<file path="src/rtl/fpx_pkg.sv">
package fpx_pkg;
  typedef enum logic [1:0] {
    AM_CTRL    = 2'd0,
    AM_POSTINC = 2'd1,
    AM_PREDEC  = 2'd2,
    AM_RSVD    = 2'd3
  } amode_e;

  typedef enum logic [1:0] {
    ST_IDLE = 2'd0,
    ST_XFER = 2'd1,
    ST_DONE = 2'd2
  } xfer_state_e;
endpackage

</file>
<file path="src/rtl/fpx_list_resolve.sv">
module fpx_list_resolve #(
  parameter int NREG  = 8,
  parameter int NDREG = 8,
  parameter int DW    = 32
) (
  input  logic [15:0]         ext_word,
  input  logic [1:0]          amode,
  input  logic [NDREG*DW-1:0] dreg_bus,
  output logic [NREG-1:0]     sel_mask,
  output logic                illegal
);
  import fpx_pkg::*;
  localparam int DIW = $clog2(NDREG);

  logic          store;
  logic [1:0]    lmode;
  logic [DIW-1:0] didx;
  logic [NREG-1:0] raw;
  logic          predec;

  assign store  = ext_word[13];
  assign lmode  = ext_word[12:11];
  assign didx   = ext_word[4 +: DIW];
  assign predec = (amode == AM_PREDEC);
  assign raw    = lmode[0] ? dreg_bus[didx*DW +: NREG] : ext_word[NREG-1:0];

  assign illegal = (amode == AM_RSVD) || (!store && (!lmode[1] || predec));

  for (genvar i = 0; i < NREG; i++) begin : g_map
    assign sel_mask[i] = predec ? raw[i] : raw[NREG-1-i];
  end
endmodule

</file>
<file path="src/rtl/fpx_pick.sv">
module fpx_pick #(
  parameter int NREG = 8,
  localparam int IW  = $clog2(NREG)
) (
  input  logic [NREG-1:0] mask,
  input  logic            descend,
  output logic [IW-1:0]   idx,
  output logic            any
);
  always_comb begin
    idx = '0;
    if (descend) begin
      for (int i = 0; i < NREG; i++)
        if (mask[i]) idx = IW'(i);
    end else begin
      for (int i = NREG - 1; i >= 0; i--)
        if (mask[i]) idx = IW'(i);
    end
  end
  assign any = |mask;
endmodule

</file>
<file path="src/rtl/fpx_list_xfer.sv">
module fpx_list_xfer #(
  parameter int NREG  = 8,
  parameter int NDREG = 8,
  parameter int AW    = 32,
  parameter int DW    = 32,
  parameter int EXPW  = 16,
  parameter int MANW  = 64,
  localparam int RW   = EXPW + MANW,
  localparam int IW   = $clog2(NREG),
  localparam int IMG  = 12
) (
  input  logic                clk,
  input  logic                rst_n,
  input  logic                start,
  input  logic [15:0]         ext_word,
  input  logic [1:0]          amode,
  input  logic [AW-1:0]       base_addr,
  input  logic [NDREG*DW-1:0] dreg_bus,
  output logic                busy,
  output logic                done,
  output logic                invalid,
  output logic [AW-1:0]       final_addr,
  output logic                mem_req,
  input  logic                mem_ready,
  output logic                mem_we,
  output logic [AW-1:0]       mem_addr,
  output logic [DW-1:0]       mem_wdata,
  input  logic [DW-1:0]       mem_rdata,
  output logic [IW-1:0]       rf_rd_idx,
  input  logic [RW-1:0]       rf_rd_data,
  output logic                rf_we,
  output logic [IW-1:0]       rf_wr_idx,
  output logic [RW-1:0]       rf_wr_data
);
  import fpx_pkg::*;

  xfer_state_e     state_q;
  logic [NREG-1:0] pend_q, new_mask, pend_next;
  logic [AW-1:0]   cursor_q, base_q, img_addr;
  logic [1:0]      am_q, word_q;
  logic            store_q, desc_q, inv_q, bad_req;
  logic [EXPW-1:0] exp_q;
  logic [DW-1:0]   hi_q;
  logic [IW-1:0]   cur;
  logic            pend_any, hs;

  fpx_list_resolve #(.NREG(NREG), .NDREG(NDREG), .DW(DW)) u_res (
    .ext_word(ext_word), .amode(amode), .dreg_bus(dreg_bus),
    .sel_mask(new_mask), .illegal(bad_req));

  fpx_pick #(.NREG(NREG)) u_pick (
    .mask(pend_q), .descend(desc_q), .idx(cur), .any(pend_any));

  assign hs        = mem_req && mem_ready;
  assign pend_next = pend_q & ~(NREG'(1) << cur);
  assign img_addr  = desc_q ? (cursor_q - AW'(IMG)) : cursor_q;

  always_ff @(posedge clk or negedge rst_n) begin
    if (!rst_n) begin
      state_q  <= ST_IDLE;
      pend_q   <= '0;
      cursor_q <= '0;
      base_q   <= '0;
      am_q     <= '0;
      word_q   <= '0;
      store_q  <= 1'b0;
      desc_q   <= 1'b0;
      inv_q    <= 1'b0;
      exp_q    <= '0;
      hi_q     <= '0;
    end else begin
      case (state_q)
        ST_IDLE: if (start) begin
          base_q   <= base_addr;
          cursor_q <= base_addr;
          am_q     <= amode;
          store_q  <= ext_word[13];
          desc_q   <= (amode == AM_PREDEC);
          word_q   <= '0;
          inv_q    <= bad_req;
          pend_q   <= bad_req ? '0 : new_mask;
          state_q  <= (bad_req || new_mask == '0) ? ST_DONE : ST_XFER;
        end
        ST_XFER: if (hs) begin
          if (!store_q && word_q == 2'd0) exp_q <= mem_rdata[DW-1 -: EXPW];
          if (!store_q && word_q == 2'd1) hi_q  <= mem_rdata;
          if (word_q == 2'd2) begin
            word_q   <= '0;
            pend_q   <= pend_next;
            cursor_q <= desc_q ? (cursor_q - AW'(IMG)) : (cursor_q + AW'(IMG));
            if (pend_next == '0) state_q <= ST_DONE;
          end else begin
            word_q <= word_q + 2'd1;
          end
        end
        default: begin
          state_q <= ST_IDLE;
          inv_q   <= 1'b0;
        end
      endcase
    end
  end

  always_comb begin
    case (word_q)
      2'd0:    mem_wdata = {rf_rd_data[RW-1 -: EXPW], {(DW-EXPW){1'b0}}};
      2'd1:    mem_wdata = rf_rd_data[MANW-1 -: DW];
      default: mem_wdata = rf_rd_data[DW-1:0];
    endcase
  end

  assign mem_req    = (state_q == ST_XFER);
  assign mem_we     = store_q;
  assign mem_addr   = img_addr + {{(AW-4){1'b0}}, word_q, 2'b00};
  assign rf_rd_idx  = cur;
  assign rf_we      = hs && !store_q && (word_q == 2'd2);
  assign rf_wr_idx  = cur;
  assign rf_wr_data = {exp_q, hi_q, mem_rdata};
  assign busy       = (state_q != ST_IDLE);
  assign done       = (state_q == ST_DONE);
  assign invalid    = done && inv_q;
  assign final_addr = (am_q == AM_CTRL) ? base_q : cursor_q;

  AST_HOLD_REQ: assert property (@(posedge clk) disable iff (!rst_n)
    mem_req && !mem_ready |=> mem_req && $stable(mem_addr) && $stable(mem_we) && $stable(mem_wdata));
  AST_INVALID_WITH_DONE: assert property (@(posedge clk) disable iff (!rst_n)
    invalid |-> done && !mem_req);
  AST_DONE_PULSE: assert property (@(posedge clk) disable iff (!rst_n)
    done |=> !done);
  AST_IDLE_QUIET: assert property (@(posedge clk) disable iff (!rst_n)
    !busy |-> !mem_req && !rf_we);
  AST_RFWE_ON_READ: assert property (@(posedge clk) disable iff (!rst_n)
    rf_we |-> hs && !mem_we);
  AST_PEND_SHRINKS: assert property (@(posedge clk) disable iff (!rst_n)
    mem_req && !$rose(mem_req) |-> $countones(pend_q) <= $countones($past(pend_q)));
endmodule

</file>
<file path="config.mk">
export PLATFORM = sky130hd
export DESIGN_NAME = fpx_list_xfer
export DESIGN_NICKNAME = d
export VERILOG_FILES = /design/src/rtl/fpx_pkg.sv /design/src/rtl/fpx_list_resolve.sv /design/src/rtl/fpx_pick.sv /design/src/rtl/fpx_list_xfer.sv
export SDC_FILE = /design/constraint.sdc
export NUM_CORES = 1
export LEC_CHECK = 0
export ABC_AREA = 1
export BUFFER_PORTS_ARGS = -buffer_cell sky130_fd_sc_hd__buf_2
export CORE_AREA = 2 2 234 236
export CTS_BUF_LIST = sky130_fd_sc_hd__clkbuf_16
export CTS_CLUSTER_SIZE = 25
export DETAILED_ROUTE_END_ITERATION = 7
export DIE_AREA = 0 0 236 238
export GPL_ROUTABILITY_DRIVEN = 0
export SYNTH_ARGS = -nofsm -noshare
export SYNTH_HDL_FRONTEND = slang
export SYNTH_SLANG_ARGS = --single-unit
</file>
<file path="constraint.sdc">
create_clock -name clk -period 3.8 [get_ports clk]
set_input_delay 0.19 -clock clk [delete_from_list [all_inputs] [get_ports clk]]
set_output_delay 0.19 -clock clk [all_outputs]
set_load 0.01 [all_outputs]
</file>
==> results.yml, run 1 <==
timing:
  drv_slew: 0
  hold_violations: 0
  setup_tns_ns: 0
  post-route-min-period_ns: 3.55
  slew-limit-headroom_pct: 36.2
  period_share_pct: 93.4
  setup_viol: 0
  max_clock_freq_ghz: 0.282
  grt_setup_unrepaired: "no"
  worst_pin_slew_ns: 0.956
  fin_skew_ns: 0.0146
logic_synthesis:
  syn-num-nets: 1925
  synth_edf_count: 0
  synthArstFlopShare_pct: 100
  ys_warn_count: 0
  synthCells: 1496
  ys_ff_latch: 129
  yosysSeqAreaShare_pct: 32.4
  synthFlopType: "dfrtp_1"
  synth_area_um2: 9970
  avgSynthCellArea_um2: 6.66
  synth.distinct_cells: 48
power_and_ir_drop:
  sw_frac_of_total_pct: 51.8
  p_seq_share_pct: 24.8
  powerDensity_nw_per_um2: 775
  internal-power_uw: 5090
  p_sw_uw: 5460
  p_comb_share_pct: 58.4
  leakagePower_uw: 0.00697
  vdd_drop_max_uv: 356
  pwr-share-clk_pct: 16.8
die:
  die_x_um: 236
  ioPinCount: 610
  die_area_um2: 56200
  die_h_um: 238
  initial_core_util_pct: 18.6
  num_rows: 85
  core_um2: 53500
cells_and_area:
  fillCellCount: 6067
  final_nets: 2319
  final_common_cell: "nand2_1"
  regArea_um2: 3230
  layout_common_cells: "450 x nand2_1, 411 x buf_2, 142 x o21ai_0"
  layout-drive-gt1-share_pct: 29.2
  fin_cells: 2605
  area_growth_pct: 36.6
  multi_input_area_um2: 5610
min_path:
  hold_depth: 3
  hold_path_class: "input port to flop"
  worstHoldStart: "mem_rdata[29]"
  min_to: "exp_q[13]"
placed_design:
  place_inst: 2520
  dpl.hpwl_um: 35600
  io_buffers: 412
global_routing:
  grtUsageTotal_pct: 15.5
  grt_pass1_vias: 11000
  antenna_found_initial: 10
  globalRouteOverflowTotal: 0
  grt_max_degree: 99
  grt_pass1_wl_um: 65600
clock_network:
  clkTransAtPathRegs_ns: 0.06
  cts_tree: "built"
  clock_latency_ns: 0.47
  cts_buffers: 17
  cts_sinks: 129
  clockBufferDepth: 2
  ctsHtreeMaxLevel: 4
  clock-root-buffer: "clkbuf_16"
critical_path:
  worst_setup_path_start_kind: "flop"
  reg2reg_slack_ns: 1.34
  arrival_ns: 3.36
  cp-end-kind: "primary output"
  r2r.worst_path.cells: 15
  cp_max_fo: 5
  r2r_end: "state_q[0]"
  path_class: "flop to primary output"
  regToRegStartpoint: "desc_q"
  required_ns: 3.61
routing:
  avgViaCountPerCell: 4.39
  ant_nets: 0
  drc_errors: 0
  via_count: 11400
  dr.pass1.iters: 7
  wl_per_cell_um: 17.0
  finalWirelength_um: 44200
  drt-initial-drc-count: 766
outcome:
  outcome: "complete, no violations"
job:
  drv_cap: 0
-- state kept, by name, indices dropped and copies added (netlist names) --
signal,cells
cursor_q,32
word_q,2
state_q,2
mem_we,1
inv_q,1
pend_q,8
exp_q,16
desc_q,1
hi_q,32
base_q,32
am_q,2
-- Yosys cell counts, drive strengths merged (2+ instances only) --
| library cell | instances | area (µm²) |
|---|---|---|
| nand2 | 468 | 1810 |
| inv | 158 | 593 |
| o21ai | 148 | 748 |
| nand3 | 138 | 748 |
| nor2 | 137 | 629 |
| dfrtp | 129 | 3230 |
| clkbuf | 52 | 195 |
| buf | 51 | 340 |
| a21oi | 35 | 186 |
| nand4 | 30 | 188 |
| xor2 | 24 | 289 |
| a22oi | 20 | 150 |
| nor3 | 20 | 116 |
| a22o | 16 | 140 |
| mux2 | 16 | 180 |
| o211ai | 15 | 113 |
| a31oi | 8 | 50.1 |
| ha | 6 | 75.1 |
| nor4 | 5 | 37.5 |
| xnor2 | 5 | 43.8 |
| clkinv | 3 | 11.3 |
| or2 | 3 | 18.8 |
| and2 | 2 | 12.5 |
| o311ai | 2 | 17.5 |
-- metrics by stage --
step                      worst slack, ns  area [µm²]  hold slack [ns]  total power (µW)  util (%)
after floorplan                     0.973        9970           -0.106              6340         -
after global placement              0.658       12500            0.384              8740      23.4
after detailed placement            0.652       12500            0.378              8780      23.4
after CTS                           0.115       13600          0.00194             10600      25.4
after global routing              0.00980       13600           0.0230             11400      25.5
final                               0.249       13600           0.0192             10600      25.5
-- cell type report --
cell class	count	share of cell area, %
multi-input cells	1103	41.2
inverters	161	4.44
well taps	696	6.39
clock buffers	17	3.12
diodes	6	0.110
repair buffers	478	19.7
flip-flops and latches	129	23.7
clock inverters	15	1.33
-- critical path, cell delays in order, from the launching register on --
cell	delay, ns
dfrtp_1	0.42
inv_1	0.15
ha_1	0.26
nand2_1	0.08
o21ai_0	0.16
ha_1	0.33
a21oi_1	0.07
nor2_2	0.24
nand3_4	0.13
nor2_4	0.12
nand3_2	0.11
nor2_4	0.17
nand2_2	0.10
nor2_4	0.12
nand2_1	0.07
xor2_1	0.17
buf_2	0.17
-- how the worst max path moves through the flow --
stage,cells past startpoint,to,from
after floorplan,15,mem_addr[25],desc_q
after global routing,16,mem_addr[27],cursor_q[2]
after global placement,16,mem_addr[25],cursor_q[2]
final,16,mem_addr[27],cursor_q[3]
after detailed placement,16,mem_addr[27],cursor_q[2]
after CTS,16,mem_addr[27],cursor_q[2]
-- per-layer routing --
layer  track usage, %  vias up  part of all wire, %  routed length, µm
met1             18.4     5228                   40              17900
met3             3.91       83                  7.7               3400
met4             8.36        8                  4.2               1840
met5                0        -                 0.11                 48
li1                 -     5634                    -                  -
met2             25.8      473                   48              21100
-- power groups by stage --
stage	clock network (µW)	registers, µW	logic, µW
floorplan	0	2540	3800
global placement	0	2610	6130
detailed placement	0	2630	6150
CTS	1800	2610	6210
global route	1870	2720	6850
finish	1770	2610	6170
-- kinds of logic after synthesis --
family,count (synthesis),share of synthesized area [%]
muxes,16,1.81
buffers and inverters,264,11.4
AOI/OAI and AO/OA,246,14.2
DFF,129,32.4
adders and majority gates,7,0.954
and+or+nand+nor,805,35.8
xor gates and xnor gates,29,3.34
-- what timing repair did --
action                                  4_1_cts  5_1_grt
endpoints found under the setup margin        0        4
gates resized for setup                       0        1
buffers inserted                              0        1
hold endpoints to repair                    144        0
hold buffers                                 46        0
Note: power is estimated with default switching activity, not from simulation.
==> run 2, diff against run 1 <==
--- a/config.mk
+++ b/config.mk
@@ -7,11 +7,11 @@
 export LEC_CHECK = 0
 export ABC_AREA = 1
 export BUFFER_PORTS_ARGS = -buffer_cell sky130_fd_sc_hd__buf_2
-export CORE_AREA = 2 2 234 236
+export CORE_AREA = 2 2 235 237
 export CTS_BUF_LIST = sky130_fd_sc_hd__clkbuf_16
 export CTS_CLUSTER_SIZE = 25
 export DETAILED_ROUTE_END_ITERATION = 7
-export DIE_AREA = 0 0 236 238
+export DIE_AREA = 0 0 237 239
 export GPL_ROUTABILITY_DRIVEN = 0
 export SYNTH_ARGS = -nofsm -noshare
 export SYNTH_HDL_FRONTEND = slang
==> results.yml, run 2 (synthesis gave the netlist of run 1 again) <==
outcome:
  outcome: "complete, no violations"
timing:
  max_clock_freq_ghz: 0.283
  worst_pin_slew_ns: 0.926
  fin_skew_ns: 0.0177
  post-route-min-period_ns: 3.53
  setup_tns_ns: 0
  period_share_pct: 93.0
  setup_viol: 0
  slew-limit-headroom_pct: 38.1
  grt_setup_unrepaired: "no"
  drv_slew: 0
  hold_violations: 0
  whs_ns: 0.0320
min_path:
  worstHoldStart: "base_addr[2]"
  hold_depth: 3
  min_to: "base_q[2]"
  hold_path_class: "input port to flop"
critical_path:
  r2r_end: "cursor_q[28]"
  cp_num_buf_inv: 2
  cpMostUsedCell: "nor2_4"
  regToRegStartpoint: "cursor_q[2]"
  required_ns: 3.61
  reg2reg_slack_ns: 1.38
  cpPeakStageDelay_ns: 0.41
  arrival_ns: 3.34
  worst_setup_path_start_kind: "flop"
  cp_max_fo: 6
  r2r.worst_path.cells: 11
  path_class: "flop to primary output"
  cp-end-kind: "primary output"
  critPathTopFamily: "simple AND/OR/NAND/NOR gates"
  crit_chain: "inv_1 -> ha_1 -> nand2_1 -> o21ai_1 -> ha_1 -> a21oi_1 -> nor2_2 -> nand3_4 -> nor2_4 -> nand3_2 -> nor2_4 -> nand2_2 -> nor2_4 -> nand2_1 -> xor2_1 -> buf_2"
  crit_slowest_cell: "dfrtp_1"
clock_network:
  clkTransAtPathRegs_ns: 0.07
  clock-root-buffer: "clkbuf_16"
  clockBufferDepth: 2
  cts_buffers: 17
  cts_tree: "built"
  ctsHtreeMaxLevel: 4
  cts_sinks: 129
  clock_latency_ns: 0.46
routing:
  drc_errors: 0
  avgViaCountPerCell: 4.34
  wl_per_cell_um: 16.9
  drt-initial-drc-count: 796
  ant_nets: 0
  dr.pass1.iters: 5
  via_count: 11400
  finalWirelength_um: 44300
die:
  die_h_um: 239
  core_um2: 54300
  num_rows: 86
  ioPinCount: 610
  die_x_um: 237
  die_area_um2: 56600
  initial_core_util_pct: 18.3
cells_and_area:
  post-route-util_pct: 25.1
  final_nets: 2323
  layout_common_cells: "450 x nand2_1, 411 x buf_2, 141 x inv_1, 141 x o21ai_0, 131 x nand3_1"
  final_common_cell: "nand2_1"
  area_growth_pct: 36.9
  fillCellCount: 6139
  top_regs: "base_q (32), cursor_q (32), hi_q (32)"
  layout-drive-gt1-share_pct: 29.2
global_routing:
  grtUsageTotal_pct: 15.3
  globalRouteOverflowTotal: 0
  grt_pass1_vias: 10800
  grt_max_degree: 78
  antenna_found_initial: 14
  grt_pass1_wl_um: 65000
job:
  drv_cap: 0
placed_design:
  dpl.hpwl_um: 35500
  io_buffers: 412
power_and_ir_drop:
  powerDensity_nw_per_um2: 767
  leakagePower_uw: 0.00697
  vdd_drop_max_uv: 401
## run 2: timing repair
item,CTS,global route
setup buffers,0,2
gates resized for setup,0,1
hold buffers,50,0
hold endpoints to repair,130,0
setup endpoints to repair,0,3
## run 2: power by group
part	total (µW)	internal [µW]	leakage (µW)	switching, µW
registers	2620	2020	0.00160	596
clock network	1710	973	0.000288	735
logic	6140	2030	0.00509	4100
## run 2: routing by layer
metal,GRT usage [%],vias up,share of wire [%]
li1,-,5646,-
met1,19.2,5193,43
met2,25.2,444,48
met3,3.24,65,6.7
met4,6.66,6,2.8
met5,0,-,0.092
## run 2: metrics by stage
step | std cells | power (µW) | worst slack, ns | cell area, µm²
floorplan | 1496 | 6340 | 0.973 | 9970
global placement | 2527 | 8720 | 0.646 | 12500
detailed placement | 2527 | 8770 | 0.625 | 12500
CTS | 2609 | 10600 | 0.0887 | 13600
global route | 2617 | 11400 | 0.0427 | 13600
finish | 2617 | 10500 | 0.266 | 13600
## run 2: layout make-up
| class | instances | area (µm²) | share of cell area (%) |
|---|---|---|---|
| flip-flops and latches | 129 | 3230 | 23.7 |
| multi-input cells | 1103 | 5610 | 41.1 |
| inverters | 161 | 604 | 4.43 |
| diodes | 6 | 15.0 | 0.110 |
| repair buffers | 482 | 2720 | 19.9 |
| clock buffers | 17 | 425 | 3.12 |
| well taps | 704 | 881 | 6.46 |
| clock inverters | 15 | 158 | 1.16 |
## run 2: how the worst max path moves through the flow
stage                      startpoint      endpoint  slack [ns]  cells past startpoint
after global routing      cursor_q[2]  mem_addr[27]        0.04                     16
after global placement    cursor_q[2]  mem_addr[25]        0.65                     16
after detailed placement  cursor_q[2]  mem_addr[27]        0.62                     16
after CTS                 cursor_q[2]  mem_addr[27]        0.09                     16
final                     cursor_q[2]  mem_addr[27]        0.27                     16
after floorplan                desc_q  mem_addr[25]        0.97                     15
## run 2: worst reg2reg max path, delay by kind of cell (launching register included)
family / cells / cell delay, ns
buffers and inverters: 2 / 0.25
and+or+nand+nor: 6 / 1.20
adders and majority gates: 1 / 0.24
DFF: 1 / 0.41
AOI/OAI and AO/OA: 2 / 0.19
==> run 3, diff against run 2 <==
--- a/config.mk
+++ b/config.mk
@@ -13,6 +13,7 @@
 export DETAILED_ROUTE_END_ITERATION = 7
 export DIE_AREA = 0 0 237 239
 export GPL_ROUTABILITY_DRIVEN = 0
+export PLACE_DENSITY = 0.38
 export SYNTH_ARGS = -nofsm -noshare
 export SYNTH_HDL_FRONTEND = slang
 export SYNTH_SLANG_ARGS = --single-unit
==> results.yml, run 3 (synthesis gave the netlist of run 1 again) <==
clock_network:
  cts_tree: "built"
  cts_sinks: 129
  clockBufferDepth: 2
  clkTransAtPathRegs_ns: 0.07
  ctsHtreeMaxLevel: 4
  cts_buffers: 17
  clock_latency_ns: 0.49
  clock-root-buffer: "clkbuf_16"
timing:
  period_share_pct: 92.7
  drv_slew: 0
  post-route-min-period_ns: 3.52
  hold_violations: 0
  whs_ns: 0.0692
  max_clock_freq_ghz: 0.284
  worst_pin_slew_ns: 0.954
  setup_ws_ns: 0.279
  slew-limit-headroom_pct: 36.3
  fin_skew_ns: 0.0145
  setup_viol: 0
critical_path:
  required_ns: 3.61
  arrival_ns: 3.33
  cp-end-kind: "primary output"
  cp_max_fo: 5
  worst_setup_path_start_kind: "flop"
  path_class: "flop to primary output"
outcome:
  outcome: "complete, no violations"
routing:
  wl_per_cell_um: 18.1
  drt-initial-drc-count: 529
  drc_errors: 0
  dr.pass1.iters: 5
  finalWirelength_um: 47700
  via_count: 11400
  ant_nets: 0
  avgViaCountPerCell: 4.33
job:
  drv_cap: 0
placed_design:
  dpl.hpwl_um: 37800
  placed_cell_area_um2: 12600
  dp_slack_ns: 0.595
  io_buffers: 412
global_routing:
  grt_pass1_wl_um: 69400
  antenna_found_initial: 11
  grt_max_degree: 67
  grtUsageTotal_pct: 16.7
  grt_pass1_vias: 11200
  globalRouteOverflowTotal: 0
cells_and_area:
  final_nets: 2343
  layout_common_cells: "450 x nand2_1, 411 x buf_2, 141 x o21ai_0"
  top_regs: "base_q (32), cursor_q (32), hi_q (32)"
  area_growth_pct: 38.7
  final_common_cell: "nand2_1"
  layout-drive-gt1-share_pct: 29.1
  fin_area_um2: 13800
power_and_ir_drop:
  vdd_drop_max_uv: 387
  powerDensity_nw_per_um2: 764
  leakagePower_uw: 0.00706
  power.total_uw: 10600
die:
  die_area_um2: 56600
  initial_core_util_pct: 18.3
  die_h_um: 239
  num_rows: 86
  core_um2: 54300
  ioPinCount: 610
  die_x_um: 237
min_path:
  hold_path_class: "input port to flop"
[run 3: cell types whose count changed in the layout (fill, tap and decap cells not counted), moves of 2 or more]
cell,previous run,this run
diode_2,6,1
inv_1,141,139
inv_6,4,7
clkinv_2,3,0
buf_4,20,22
inv_2,18,20
dlygate4sd3_1,50,67
[run 3: area by class of cell]
type	instances	area [µm²]
diodes	1	2.50
clock buffers	17	425
clock inverters	15	146
fillers	6140	40500
inverters	161	604
multi-input cells	1103	5610
flip-flops and latches	129	3230
well taps	704	881
repair buffers	502	2920
[run 3: power breakdown]
group / total [µW] / switching (µW) / internal [µW]
sequential: 2620 / 595 / 2020
clock: 1700 / 788 / 917
combinational: 6250 / 4180 / 2060
total: 10600 / 5570 / 5000
[run 3: worst paths after layout]
path	startpoint	endpoint	slack, ns	cells past startpoint
max	cursor_q[3]	mem_addr[27]	0.28	16
max in group asynchronous	rst_n	cursor_q[27]	2.52	3
min reg2reg	base_q[22]	base_q[22]	0.47	2
min	mem_rdata[30]	exp_q[14]	0.07	3
min in group asynchronous	rst_n	base_q[28]	0.29	2
max reg2reg	state_q[0]	hi_q[28]	1.23	8
[run 3: stage by stage]
step | util, % | setup TNS, ns | cells
finish | 25.4 | 0 | 2632
global route | 25.4 | -0.00193 | 2632
CTS | 25.4 | 0 | 2627
detailed placement | 23.1 | 0 | 2528
global placement | 23.1 | 0 | 2528
floorplan | - | 0 | 1496
[run 3: metal layers]
layer | vias up | share of wire, % | GRT usage, %
li1 | 5687 | - | -
met1 | 5270 | 42 | 19.5
met2 | 382 | 50 | 29.1
met3 | 60 | 6.4 | 5.03
met4 | 6 | 2.1 | 5.29
met5 | - | 0.073 | 0
[run 3: timing repair]
action / CTS / global route
setup endpoints to repair: 0 / 5
hold endpoints to repair: 151 / 0
gates resized for setup: 0 / 3
hold buffers: 67 / 0
buffers inserted: 0 / 4
[run 3: worst max-delay path, cell delays in order, from the launching register on]
cell	delay (ns)
dfrtp_1	0.42
inv_2	0.09
ha_1	0.29
nand2_1	0.08
o21ai_1	0.11
ha_1	0.31
a21oi_1	0.11
nor2_2	0.22
nand3_4	0.13
nor2_4	0.13
nand3_2	0.11
nor2_4	0.19
nand2_2	0.10
nor2_4	0.12
nand2_1	0.07
xor2_1	0.18
buf_2	0.16
